### src/rtl/bts_pkg.sv
package bts_pkg;

  typedef enum logic [1:0] {
    PH_OFF   = 2'd0,
    PH_RECOV = 2'd1,
    PH_TEST  = 2'd2,
    PH_WAIT  = 2'd3
  } phase_e;

  // Bits needed to count 0 .. max(a,b)-1
  function automatic int unsigned cnt_width(int unsigned a, int unsigned b);
    int unsigned m;
    m = (a > b) ? a : b;
    return (m < 3) ? 2 : $clog2(m);
  endfunction

  // Length of a phase in cycles
  function automatic int unsigned phase_len(phase_e ph, int unsigned rec,
                                            int unsigned win, int unsigned per);
    case (ph)
      PH_RECOV: return rec;
      PH_TEST:  return win;
      PH_WAIT:  return per - win;
      default:  return 1;
    endcase
  endfunction

  // Warning update at the end of a completed window
  function automatic logic flag_next(logic cur, logic powerup, logic low);
    if (low)     return 1'b1;
    if (powerup) return 1'b0;
    return cur;
  endfunction

endpackage

### src/rtl/bts_phase_timer.sv
module bts_phase_timer #(
  parameter int unsigned CNT_W = 8
) (
  input  logic             clk,
  input  logic             rst_n,
  input  logic             restart,
  input  logic             run,
  input  logic [CNT_W-1:0] len,
  output logic             last
);
  logic [CNT_W-1:0] cnt_q;

  always_ff @(posedge clk or negedge rst_n) begin
    if (!rst_n)       cnt_q <= '0;
    else if (restart) cnt_q <= '0;
    else if (run)     cnt_q <= cnt_q + 1'b1;
  end

  assign last = run && (cnt_q == len - 1'b1);
endmodule

### src/rtl/bts_ctrl.sv
module bts_ctrl
  import bts_pkg::*;
#(
  parameter int unsigned RECOV_CYC  = 16,
  parameter int unsigned WINDOW_CYC = 4,
  parameter int unsigned PERIOD_CYC = 64
) (
  input  logic   clk,
  input  logic   rst_n,
  input  logic   supply_ok,
  output phase_e phase_o,
  output logic   win_last_o,
  output logic   pu_pending_o
);
  localparam int unsigned CNT_W = cnt_width(RECOV_CYC, PERIOD_CYC);

  phase_e           ph_q, ph_d;
  logic             tmr_last, tmr_restart, tmr_run;
  logic [CNT_W-1:0] len;
  logic             pu_q;

  assign len = CNT_W'(phase_len(ph_q, RECOV_CYC, WINDOW_CYC, PERIOD_CYC));

  always_comb begin
    ph_d = ph_q;
    if (ph_q == PH_OFF) begin
      if (supply_ok) ph_d = PH_RECOV;
    end else if (!supply_ok) begin
      ph_d = PH_OFF;
    end else if (tmr_last) begin
      case (ph_q)
        PH_RECOV: ph_d = PH_TEST;
        PH_TEST:  ph_d = PH_WAIT;
        PH_WAIT:  ph_d = PH_TEST;
        default:  ph_d = PH_OFF;
      endcase
    end
  end

  assign tmr_run     = (ph_q != PH_OFF);
  assign tmr_restart = (ph_d != ph_q) || (ph_q == PH_OFF);

  bts_phase_timer #(.CNT_W(CNT_W)) timer_i (
    .clk     (clk),
    .rst_n   (rst_n),
    .restart (tmr_restart),
    .run     (tmr_run),
    .len     (len),
    .last    (tmr_last)
  );

  always_ff @(posedge clk or negedge rst_n) begin
    if (!rst_n) ph_q <= PH_OFF;
    else        ph_q <= ph_d;
  end

  assign win_last_o = (ph_q == PH_TEST) && tmr_last && supply_ok;

  always_ff @(posedge clk or negedge rst_n) begin
    if (!rst_n)                           pu_q <= 1'b0;
    else if (ph_q == PH_OFF && supply_ok) pu_q <= 1'b1;
    else if (win_last_o)                  pu_q <= 1'b0;
  end

  assign phase_o      = ph_q;
  assign pu_pending_o = pu_q;
endmodule

### src/rtl/bts_warn_flag.sv
module bts_warn_flag
  import bts_pkg::*;
(
  input  logic clk,
  input  logic rst_n,
  input  logic eval,
  input  logic powerup,
  input  logic low,
  output logic flag
);
  always_ff @(posedge clk or negedge rst_n) begin
    if (!rst_n)    flag <= 1'b0;
    else if (eval) flag <= flag_next(flag, powerup, low);
  end
endmodule

### src/rtl/batt_test_seq.sv
module batt_test_seq
  import bts_pkg::*;
#(
  parameter int unsigned RECOV_CYC  = 6554,
  parameter int unsigned WINDOW_CYC = 32768,
  parameter int unsigned PERIOD_CYC = 32'd2831155200
) (
  input  logic clk,
  input  logic rst_n,
  input  logic supply_ok,
  input  logic batt_low,
  output logic load_en,
  output logic warn_pd
);
  phase_e phase;
  logic   win_last;
  logic   pu_pending;

  bts_ctrl #(
    .RECOV_CYC  (RECOV_CYC),
    .WINDOW_CYC (WINDOW_CYC),
    .PERIOD_CYC (PERIOD_CYC)
  ) ctrl_i (
    .clk          (clk),
    .rst_n        (rst_n),
    .supply_ok    (supply_ok),
    .phase_o      (phase),
    .win_last_o   (win_last),
    .pu_pending_o (pu_pending)
  );

  bts_warn_flag flag_i (
    .clk     (clk),
    .rst_n   (rst_n),
    .eval    (win_last),
    .powerup (pu_pending),
    .low     (batt_low),
    .flag    (warn_pd)
  );

  assign load_en = (phase == PH_TEST);
endmodule

### config.mk
export PLATFORM = sky130hd
export DESIGN_NAME = batt_test_seq
export DESIGN_NICKNAME = d
export VERILOG_FILES = /design/src/rtl/bts_pkg.sv /design/src/rtl/bts_phase_timer.sv /design/src/rtl/bts_ctrl.sv /design/src/rtl/bts_warn_flag.sv /design/src/rtl/batt_test_seq.sv
export SDC_FILE = /design/constraint.sdc
export NUM_CORES = 1
export LEC_CHECK = 0
export BUFFER_PORTS_ARGS = -buffer_cell sky130_fd_sc_hd__buf_4
export CORE_MARGIN = 2
export CORE_UTILIZATION = 50
export DETAILED_ROUTE_END_ITERATION = 8
export PLACE_DENSITY_LB_ADDON = 0.12
export SETUP_SLACK_MARGIN = 0.4
export SLEW_MARGIN = 40
export SYNTH_ARGS = -nofsm -noshare
export SYNTH_HDL_FRONTEND = slang
export SYNTH_SLANG_ARGS = --single-unit
### constraint.sdc
create_clock -name clk -period 4.75 [get_ports clk]
set_clock_uncertainty 0.2 [all_clocks]
set_input_delay 0.95 -clock clk [delete_from_list [all_inputs] [get_ports clk]]
set_output_delay 0.95 -clock clk [all_outputs]
set_load 0.01 [all_outputs]
== Yosys cells after proc, flatten, opt, wreduce, memory -nomap -nowiden ==
Index checks and enable logic that the tools add are counted.

* Logic and storage cells: 42
* Bits in registers: 36
* Bits of input ports: 4
* Output and inout port bits: 2

* Eq/ne operators: 5
* Mux-type cells: 19
* Add/sub/neg operators: 2
* Reductions and logical operators: 12

{| class="wikitable"
|+ Operator list
! operator !! count
|-
| 32-bit one-hot mux with 3 select lines || 1
|-
| 32-bit 2-to-1 mux || 2
|-
| 32-bit by 1-bit adder with 32-bit output (second input constant) || 1
|-
| 32-bit equality test || 1
|-
| 32-bit by 1-bit subtractor with 32-bit output (second input constant) || 1
|-
| 1-bit 2-to-1 mux || 11
|-
| 2-bit 2-to-1 mux || 4
|-
| 2-bit nonzero test || 4
|-
| 2-bit equality test (second input constant) || 2
|-
| 1-bit logical AND || 4
|-
| 2-bit one-hot mux with 2 select lines || 1
|-
| 2-bit by 1-bit equality test with 1-bit output (second input constant) || 1
|-
| 2-bit logical NOT || 1
|-
| 2-bit inequality test || 1
|-
| 2-bit AND reduction || 1
|-
| 2-bit OR reduction || 1
|-
| 1-bit logical OR || 1
|}

== Longest topological paths before layout ==
Gate-level depths: netlist (run 1).

* Depth in word-level cells: 12
* Gate-level depth with buffers: 10
* Gate-level depth less buffers: 8

== Modules after synthesis ==
A second synthesis (run 1) with hierarchy kept.

* Cells, all modules: 344
* Area total of the unflattened synthesis: 2891.5 µm²

{| class="wikitable"
|+ Modules (own cells, without submodules)
! module !! cells an instance !! sequential area each (µm²) !! times used !! area an instance (µm²)
|-
| bts_phase_timer || 321 || 800.8 || 1 || 2677.6
|-
| bts_ctrl || 19 || 75.1 || 1 || 162.7
|-
| bts_warn_flag || 3 || 25.0 || 1 || 37.5
|-
| batt_test_seq || 1 || 0.0 || 1 || 13.8
|}

== Worst setup path after synthesis (run 1) ==
No wires, ideal clock.

* Path type: register to register
* From: register ctrl_i.ph_q[1] (netlist: ctrl_i.phase_o[1])
* To: register ctrl_i.timer_i.cnt_q[30]
* Setup time: 0.126 ns
* Period minus slack after synthesis: 2.746 ns
* Data required time: 4.424 ns
* Arrival time: 2.420 ns
* Setup slack: 2.004 ns
* Path buffers: 2
* Cell stages (with the launch flop): 11
* Path through: dfrtp_1 clkbuf_1 nor2_1 inv_1 ha_1 xnor2_1 a2111oi_4 o221ai_2 o311ai_4 buf_6 a21oi_1

* Longest elaborated chain between the ends: 11
* Elaborated cells on any way between the ends: 19
* Those cells by class: 1 x add/sub; 5 x eq/ne; 7 x mux; 6 x reduce/logical

{| class="wikitable"
|+ RTL lines
! item !! line !! text
|-
| start, declared || bts_ctrl.sv:17 || <nowiki>phase_e ph_q, ph_d;</nowiki>
|-
| start signal, assigned || bts_ctrl.sv:54 || <nowiki>else ph_q <= ph_d;</nowiki>
|-
| 2-bit equality test / 2-bit by 1-bit equality test with 1-bit output (equally long branches) || bts_pkg.sv:20, bts_ctrl.sv:31 ||
|-
| 32-bit one-hot mux with 3 select lines || bts_pkg.sv:20 || <nowiki>case (ph)</nowiki>
|-
| 32-bit by 1-bit subtractor with 32-bit output || bts_phase_timer.sv:19 || <nowiki>assign last = run && (cnt_q == len - 1'b1);</nowiki>
|-
| 32-bit equality test || bts_phase_timer.sv:19 ||
|-
| 1-bit logical AND || bts_phase_timer.sv:19 ||
|-
| 2-bit 2-to-1 mux || bts_ctrl.sv:30 || <nowiki>end else if (tmr_last) begin</nowiki>
|-
| 2-bit 2-to-1 mux || bts_ctrl.sv:28 || <nowiki>end else if (!supply_ok) begin</nowiki>
|-
| 2-bit 2-to-1 mux || bts_ctrl.sv:26 || <nowiki>if (ph_q == PH_OFF) begin</nowiki>
|-
| 2-bit inequality test || bts_ctrl.sv:41 || <nowiki>assign tmr_restart = (ph_d != ph_q) || (ph_q == PH_OFF);</nowiki>
|-
| 1-bit logical OR || bts_ctrl.sv:41 ||
|-
| 32-bit 2-to-1 mux / 2-bit nonzero test (equally long branches) || n/a ||
|-
| end signal, assigned || bts_phase_timer.sv:16 || <nowiki>else if (run) cnt_q <= cnt_q + 1'b1;</nowiki>
|-
| end, declared || bts_phase_timer.sv:11 || <nowiki>logic [CNT_W-1:0] cnt_q;</nowiki>
|}

Several ways; a longest one is shown, not always the timed one.
A chain may end at the register's enable or synchronous reset.

== Final worst setup path (run 1) ==
* From: register ctrl_i.ph_q[1] (netlist: ctrl_i.phase_o[1])
* To: register ctrl_i.timer_i.cnt_q[29]

The elaborated chain is that of the path after synthesis.

==> flow_summary.yaml, run 1 <==
run_status:
  status: "complete, no violations"
grt:
  grt_use_total: 0.204
  use_met1: 0.280
  grt_use_met3: 0.0592
  grt_start_max_net_pins: 37
  grt_overflow: 0
  antenna_found_initial: 0
  grt_pass1_wl_um: 7090
  use_met2: 0.320
  top_usage_layer: "met2"
  first_global_vias: 1522
placement:
  pre_cts_ws_ps: 1570
  port_buffers: 5
  dpl.hpwl_um: 2910
  placed_cells: 262
  gp_congestion: 0.812
logic_synthesis:
  synth_area_mm2: 0.00205
  yosys_register_bits: 36
  synth_top_family_by_area: "simple AND/OR/NAND/NOR gates"
  seq_area_frac_synth: 0.440
  synth_warnings: 0
  synthDistinctLibCells: 41
  synth_simple_gate_area_frac: 0.278
  synth_fa_ha_area_frac: 0.0183
  syn_nets: 220
  synth_cells: 213
  synth_compound_area_frac: 0.0922
  avgSynthCellArea_um2: 9.62
  synth-xor-area-share: 0.132
  synth_mux_area_frac: 0
cells_and_area:
  nFillCells: 340
  final_nets: 226
  antenna_cells: 0
  instances_no_fill: 269
  syn_to_final_growth_pct: 8.18
  drive_above_1_share: 0.0913
  final_cell_mix: "nor2_1 (36), dfrtp_1 (36), xor2_1 (23)"
setup_path:
  cp_max_fo: 22
  path_common_cell: "nor2_1"
  crit_arrival_ps: 3190
  endpoint_kind: "register"
  crit_family: "compound AO/OA/AOI/OAI gates"
  crit_chain: "nor2_1, inv_1, ha_1, xnor2_1, a2111oi_4, o221ai_2, o311ai_4, buf_4, nor2_1"
  start_kind: "register"
  crit_path_max_incr_delay_ps: 570
  crit_slowest_cell: "o311ai_4"
  path_buf_inv: 2
  required_ps: 4720
  path_class: "register to register"
sta:
  fmax_ghz: 0.310
  relSlewSlack: 0.507
  period_share: 0.678
  finalSetupTns_ps: 0
  layout_setup_ws_ps: 1530
  slew_violations: 0
  fin_crit_ps: 3220
  worst_pin_slew_ps: 739
  rsz0062_at_grt: "no"
  setup_viol_count_final: 0
  hold_viol: 0
cts:
  clk-insertion-delay-late_ps: 290
  post_cts_resized: 0
  cts.sinks: 36
  postCtsHoldBufs: 0
  tritoncts: "yes"
  cts_max_level: 2
  cts_buffers: 5
  clockRootBuffer: "clkbuf_8"
  post_cts_buffers: 0
  clkSlewWorstSetupHoldPaths_ps: 70
  cts_buffer_depth: 2
drt:
  viasPerCell: 6.02
  drc_errors: 0
  drt_iter0_markers: 163
  wl_per_cell_um: 15.6
  firstDrtPassIters: 4
  postRouteAntennaNets: 0
  route.vias.total: 1619
  routed_wl_um: 4210
floorplanning:
  rows: 23
  dieArea_mm2: 0.00463
  die_h_um: 68.0
  die_x_um: 68.0
  core-area_mm2: 0.00397
  io_pins: 6
  initial_core_util: 0.516
hold_path:
  hold_path.class: "register to register"
power_and_ir_drop:
  report.power.total_mw: 0.596
  powerDensity_mw_per_mm2: 269
  p_leak_nw: 0.938
  ir_drop_uv: 164
flow_run:
  maxCapViolations: 0
per-layer routing:
metal,wire [um],part of all wire
met1,2010,0.48
met2,1970,0.47
met3,182,0.043
met4,44,0.010
met5,0,0
state kept, by name, indices dropped and copies added, names as in the netlist:
name,count
flag_i.flag,1
ctrl_i.timer_i.cnt_q,32
ctrl_i.phase_o,2
ctrl_i.pu_pending_o,1
worst paths after layout:
path / cells past startpoint / startpoint / slack (ps) / to
setup / recovery: 9 / ctrl_i.phase_o[1] / 1530 / ctrl_i.timer_i.cnt_q[29]
hold / removal: 2 / ctrl_i.pu_pending_o / 350 / ctrl_i.pu_pending_o
setup reg to reg: 9 / ctrl_i.phase_o[1] / 1530 / ctrl_i.timer_i.cnt_q[29]
hold reg to reg: 2 / ctrl_i.pu_pending_o / 350 / ctrl_i.pu_pending_o
max in group asynchronous: 1 / rst_n / 3620 / ctrl_i.timer_i.cnt_q[4]
min in group asynchronous: 1 / rst_n / 410 / ctrl_i.phase_o[0]
Yosys cell counts:
master | n | area (um2)
dfrtp_1 | 36 | 901
nor2_1 | 36 | 135
xor2_1 | 23 | 201
nand3_1 | 13 | 65.1
nand4_1 | 13 | 81.3
nand2_1 | 10 | 37.5
xnor2_1 | 8 | 70.1
and3_1 | 7 | 43.8
inv_1 | 6 | 22.5
and4_1 | 5 | 43.8
clkbuf_1 | 5 | 18.8
nor3_1 | 5 | 25.0
and2_1 | 4 | 25.0
nor4_1 | 4 | 25.0
buf_6 | 3 | 33.8
ha_1 | 3 | 37.5
nor2b_1 | 3 | 18.8
a21oi_1 | 2 | 10.0
o21ai_0 | 2 | 10.0
o22ai_1 | 2 | 12.5
or3_1 | 2 | 12.5
or4_1 | 2 | 15.0
a2111oi_4 | 1 | 27.5
a211o_1 | 1 | 8.76
a31oi_1 | 1 | 6.26
a41o_1 | 1 | 10.0
clkbuf_2 | 1 | 5.00
nand2b_1 | 1 | 6.26
nand4b_1 | 1 | 8.76
nor3b_1 | 1 | 7.51
nor4b_1 | 1 | 8.76
o211a_1 | 1 | 10.0
o21a_1 | 1 | 7.51
o221ai_1 | 1 | 8.76
o221ai_2 | 1 | 15.0
o311ai_4 | 1 | 26.3
o31a_1 | 1 | 8.76
o31ai_1 | 1 | 7.51
o41a_1 | 1 | 11.3
o41ai_1 | 1 | 8.76
or4_4 | 1 | 11.3
worst reg2reg max path: cells and delay by family, from the launching register on:
kind	cells	cell delay, ps
AO/OA/AOI/OAI	3	1160
flip-flops	1	490
buffers and inverters	2	490
AND/OR/NAND/NOR	2	310
adder cells (fa/ha/maj)	1	300
XOR/XNOR	1	160
cell families after synthesis:
family                   Yosys count
buffers and inverters             15
AO/OA/AOI/OAI                     19
flip-flops                        36
AND/OR/NAND/NOR                  109
adder cells (fa/ha/maj)            3
XOR/XNOR                          31
layout make-up:
cell class | instances | area (um2) | area share
inverters | 6 | 22.5 | 0.0102
well taps | 50 | 62.6 | 0.0282
multi-input cells | 162 | 1070 | 0.485
repair buffers | 8 | 60.1 | 0.0271
flip-flops and latches | 36 | 901 | 0.406
clock buffers | 7 | 96.3 | 0.0435
where the power goes:
| group | internal, mW | switching (mW) |
|---|---|---|
| combinational | 0.0173 | 0.0316 |
| sequential | 0.309 | 0.00478 |
| clock | 0.129 | 0.104 |
stage by stage:
stage / instance area (um2) / hold WS [ps] / util
final: 2220 / 349 / 0.558
after detailed placement: 2120 / 310 / 0.534
after floorplan: 2050 / 263 / -
after global placement: 2120 / 311 / 0.534
after global routing: 2220 / 341 / 0.558
after CTS: 2220 / 325 / 0.558
No activity file was read; power rests on OpenSTA's default activity.
==> run 2, diff against run 1 <==
clock period = 3.3 ns   (was 4.75 ns; I/O delays follow)
==> run 2 against run 1 <==
Against the previous run:
- worst hold slack lost 230 ps
- largest power group unchanged
- first-iteration DRC count is 20% lower
- clock power up 39%
- count of clock-buffer cells in the layout grew 1
- critical path type unchanged
- highest routed layer unchanged
- global-route usage increased by 0.97 points
- design area grew 5.1%
- via count fell by 1.1%
- register-to-register slack lost 1000 ps
- routed wire length rose by 4.8%
- sequential share of layout area decreased by 1.9 points
- sequential power rose by 44%
==> flow_summary.yaml, run 2 (same netlist as run 1, synthesis figures left out) <==
setup_path:
  required_ps: 3280
  r2r-start: "ctrl_i.phase_o[0]"
  start_kind: "register"
  crit_arrival_ps: 2770
  r2r-end: "ctrl_i.timer_i.cnt_q[26]"
  rrSetupSlack_ps: 500
  r2r_cells: 10
  endpoint_kind: "register"
  cp_max_fo: 11
  path_class: "register to register"
placement:
  dpl.hpwl_um: 2940
  port_buffers: 5
  pre_cts_ws_ps: 372
  gp_congestion: 0.808
  placed_area_mm2: 0.00213
floorplanning:
  rows: 23
  die_h_um: 68.0
  io_pins: 6
  initial_core_util: 0.516
  dieArea_mm2: 0.00463
  die_x_um: 68.0
  core-area_mm2: 0.00397
drt:
  route.vias.total: 1601
  routed_wl_um: 4410
  postRouteAntennaNets: 0
  drc_errors: 0
  wl_per_cell_um: 15.8
  viasPerCell: 5.74
  drt_iter0_markers: 130
  firstDrtPassIters: 4
grt:
  grt_pass1_wl_um: 7270
  grt_overflow: 0
  antenna_found_initial: 0
  first_global_vias: 1596
  grt_start_max_net_pins: 37
  grt_use_total: 0.214
sta:
  fin_crit_ps: 2800
  fmax_ghz: 0.358
  slew_violations: 0
  period_share: 0.847
  rsz0062_at_grt: "no"
  worst_pin_slew_ps: 709
  setup_viol_count_final: 0
  finalSetupTns_ps: 0
  hold_viol: 0
  relSlewSlack: 0.527
  layout_setup_ws_ps: 504
cts:
  clockRootBuffer: "clkbuf_8"
  cts.sinks: 36
  clkSlewWorstSetupHoldPaths_ps: 70
  cts_buffer_depth: 2
  cts_buffers: 5
  clk-insertion-delay-late_ps: 290
  tritoncts: "yes"
  cts_max_level: 2
cells_and_area:
  design_area_mm2: 0.00233
  final_nets: 235
  top_register: "ctrl_i.timer_i.cnt_q"
  largest_register_ffs: 32
  mostFrequentLayoutCell: "nor2_1"
  nFillCells: 329
  final_util: 0.587
  final_cell_mix: "nor2_1 (35), dfrtp_1 (34), xor2_1 (23)"
  syn_to_final_growth_pct: 13.7
  antenna_cells: 0
  drive_above_1_share: 0.135
power_and_ir_drop:
  report.power.total_mw: 0.868
  ir_drop_uv: 207
  p_leak_nw: 0.989
  powerDensity_mw_per_mm2: 373
run_status:
  status: "complete, no violations"
hold_path:
  hold_path.class: "input pin to async pin"
flow_run:
  maxCapViolations: 0
run 2: worst max-delay path by stage:
| stage | startpoint | end | slack, ps | cells after the start |
|---|---|---|---|---|
| final | ctrl_i.phase_o[0] | ctrl_i.timer_i.cnt_q[26] | 500 | 10 |
| after global placement | ctrl_i.phase_o[1] | ctrl_i.timer_i.cnt_q[19] | 470 | 9 |
| after CTS | ctrl_i.phase_o[1] | ctrl_i.timer_i.cnt_q[26] | 410 | 9 |
| after detailed placement | ctrl_i.phase_o[1] | ctrl_i.timer_i.cnt_q[26] | 370 | 9 |
| after global routing | ctrl_i.phase_o[0] | ctrl_i.timer_i.cnt_q[30] | 360 | 10 |
| after floorplan | ctrl_i.phase_o[1] | ctrl_i.timer_i.cnt_q[30] | 550 | 10 |
run 2: layer usage:
layer / vias up / GRT usage / wire length [um]
met3: 6 / 0.0395 / 119
li1: 787 / - / -
met2: 31 / 0.337 / 1990
met5: - / 0 / 0
met1: 777 / 0.292 / 2240
met4: 0 / 0.0825 / 58
run 2: layout make-up:
type / count / area, um2 / area share
Clock buffer: 8 / 90.1 / 0.0387
Inverter: 6 / 22.5 / 0.00967
Multi-Input combinational cell: 162 / 1090 / 0.469
Sequential cell: 36 / 903 / 0.388
Tap cell: 50 / 62.6 / 0.0269
Timing Repair Buffer: 17 / 158 / 0.0677
run 2: stage by stage:
stage               std cells  hold WS (ps)
detailed placement        263           329
finish                    279           115
CTS                       271           136
global placement          263           318
global route              279           158
floorplan                 213           164
run 2: repair_timing:
action / in CTS / in global routing
hold buffers: 0 / 0
cloned: 0 / 3
buffers inserted: 0 / 5
pin swaps: 0 / 2
gates resized for setup: 1 / 7
setup endpoints to repair: 21 / 36
run 2: critical path: stages (launching register included):
cell       delay [ps]
dfrtp_2           480
nor2_4            130
inv_1             100
ha_1              300
xnor2_1           160
a2111oi_4         350
o221ai_4          210
o311ai_4          370
buf_4             190
buf_8             130
nor2_1             60
run 2: where the power goes:
group / total, mW / switching [mW] / internal [mW]
clock: 0.323 / 0.152 / 0.170
combinational: 0.0937 / 0.0537 / 0.0401
sequential: 0.452 / 0.00709 / 0.445
total: 0.868 / 0.213 / 0.655
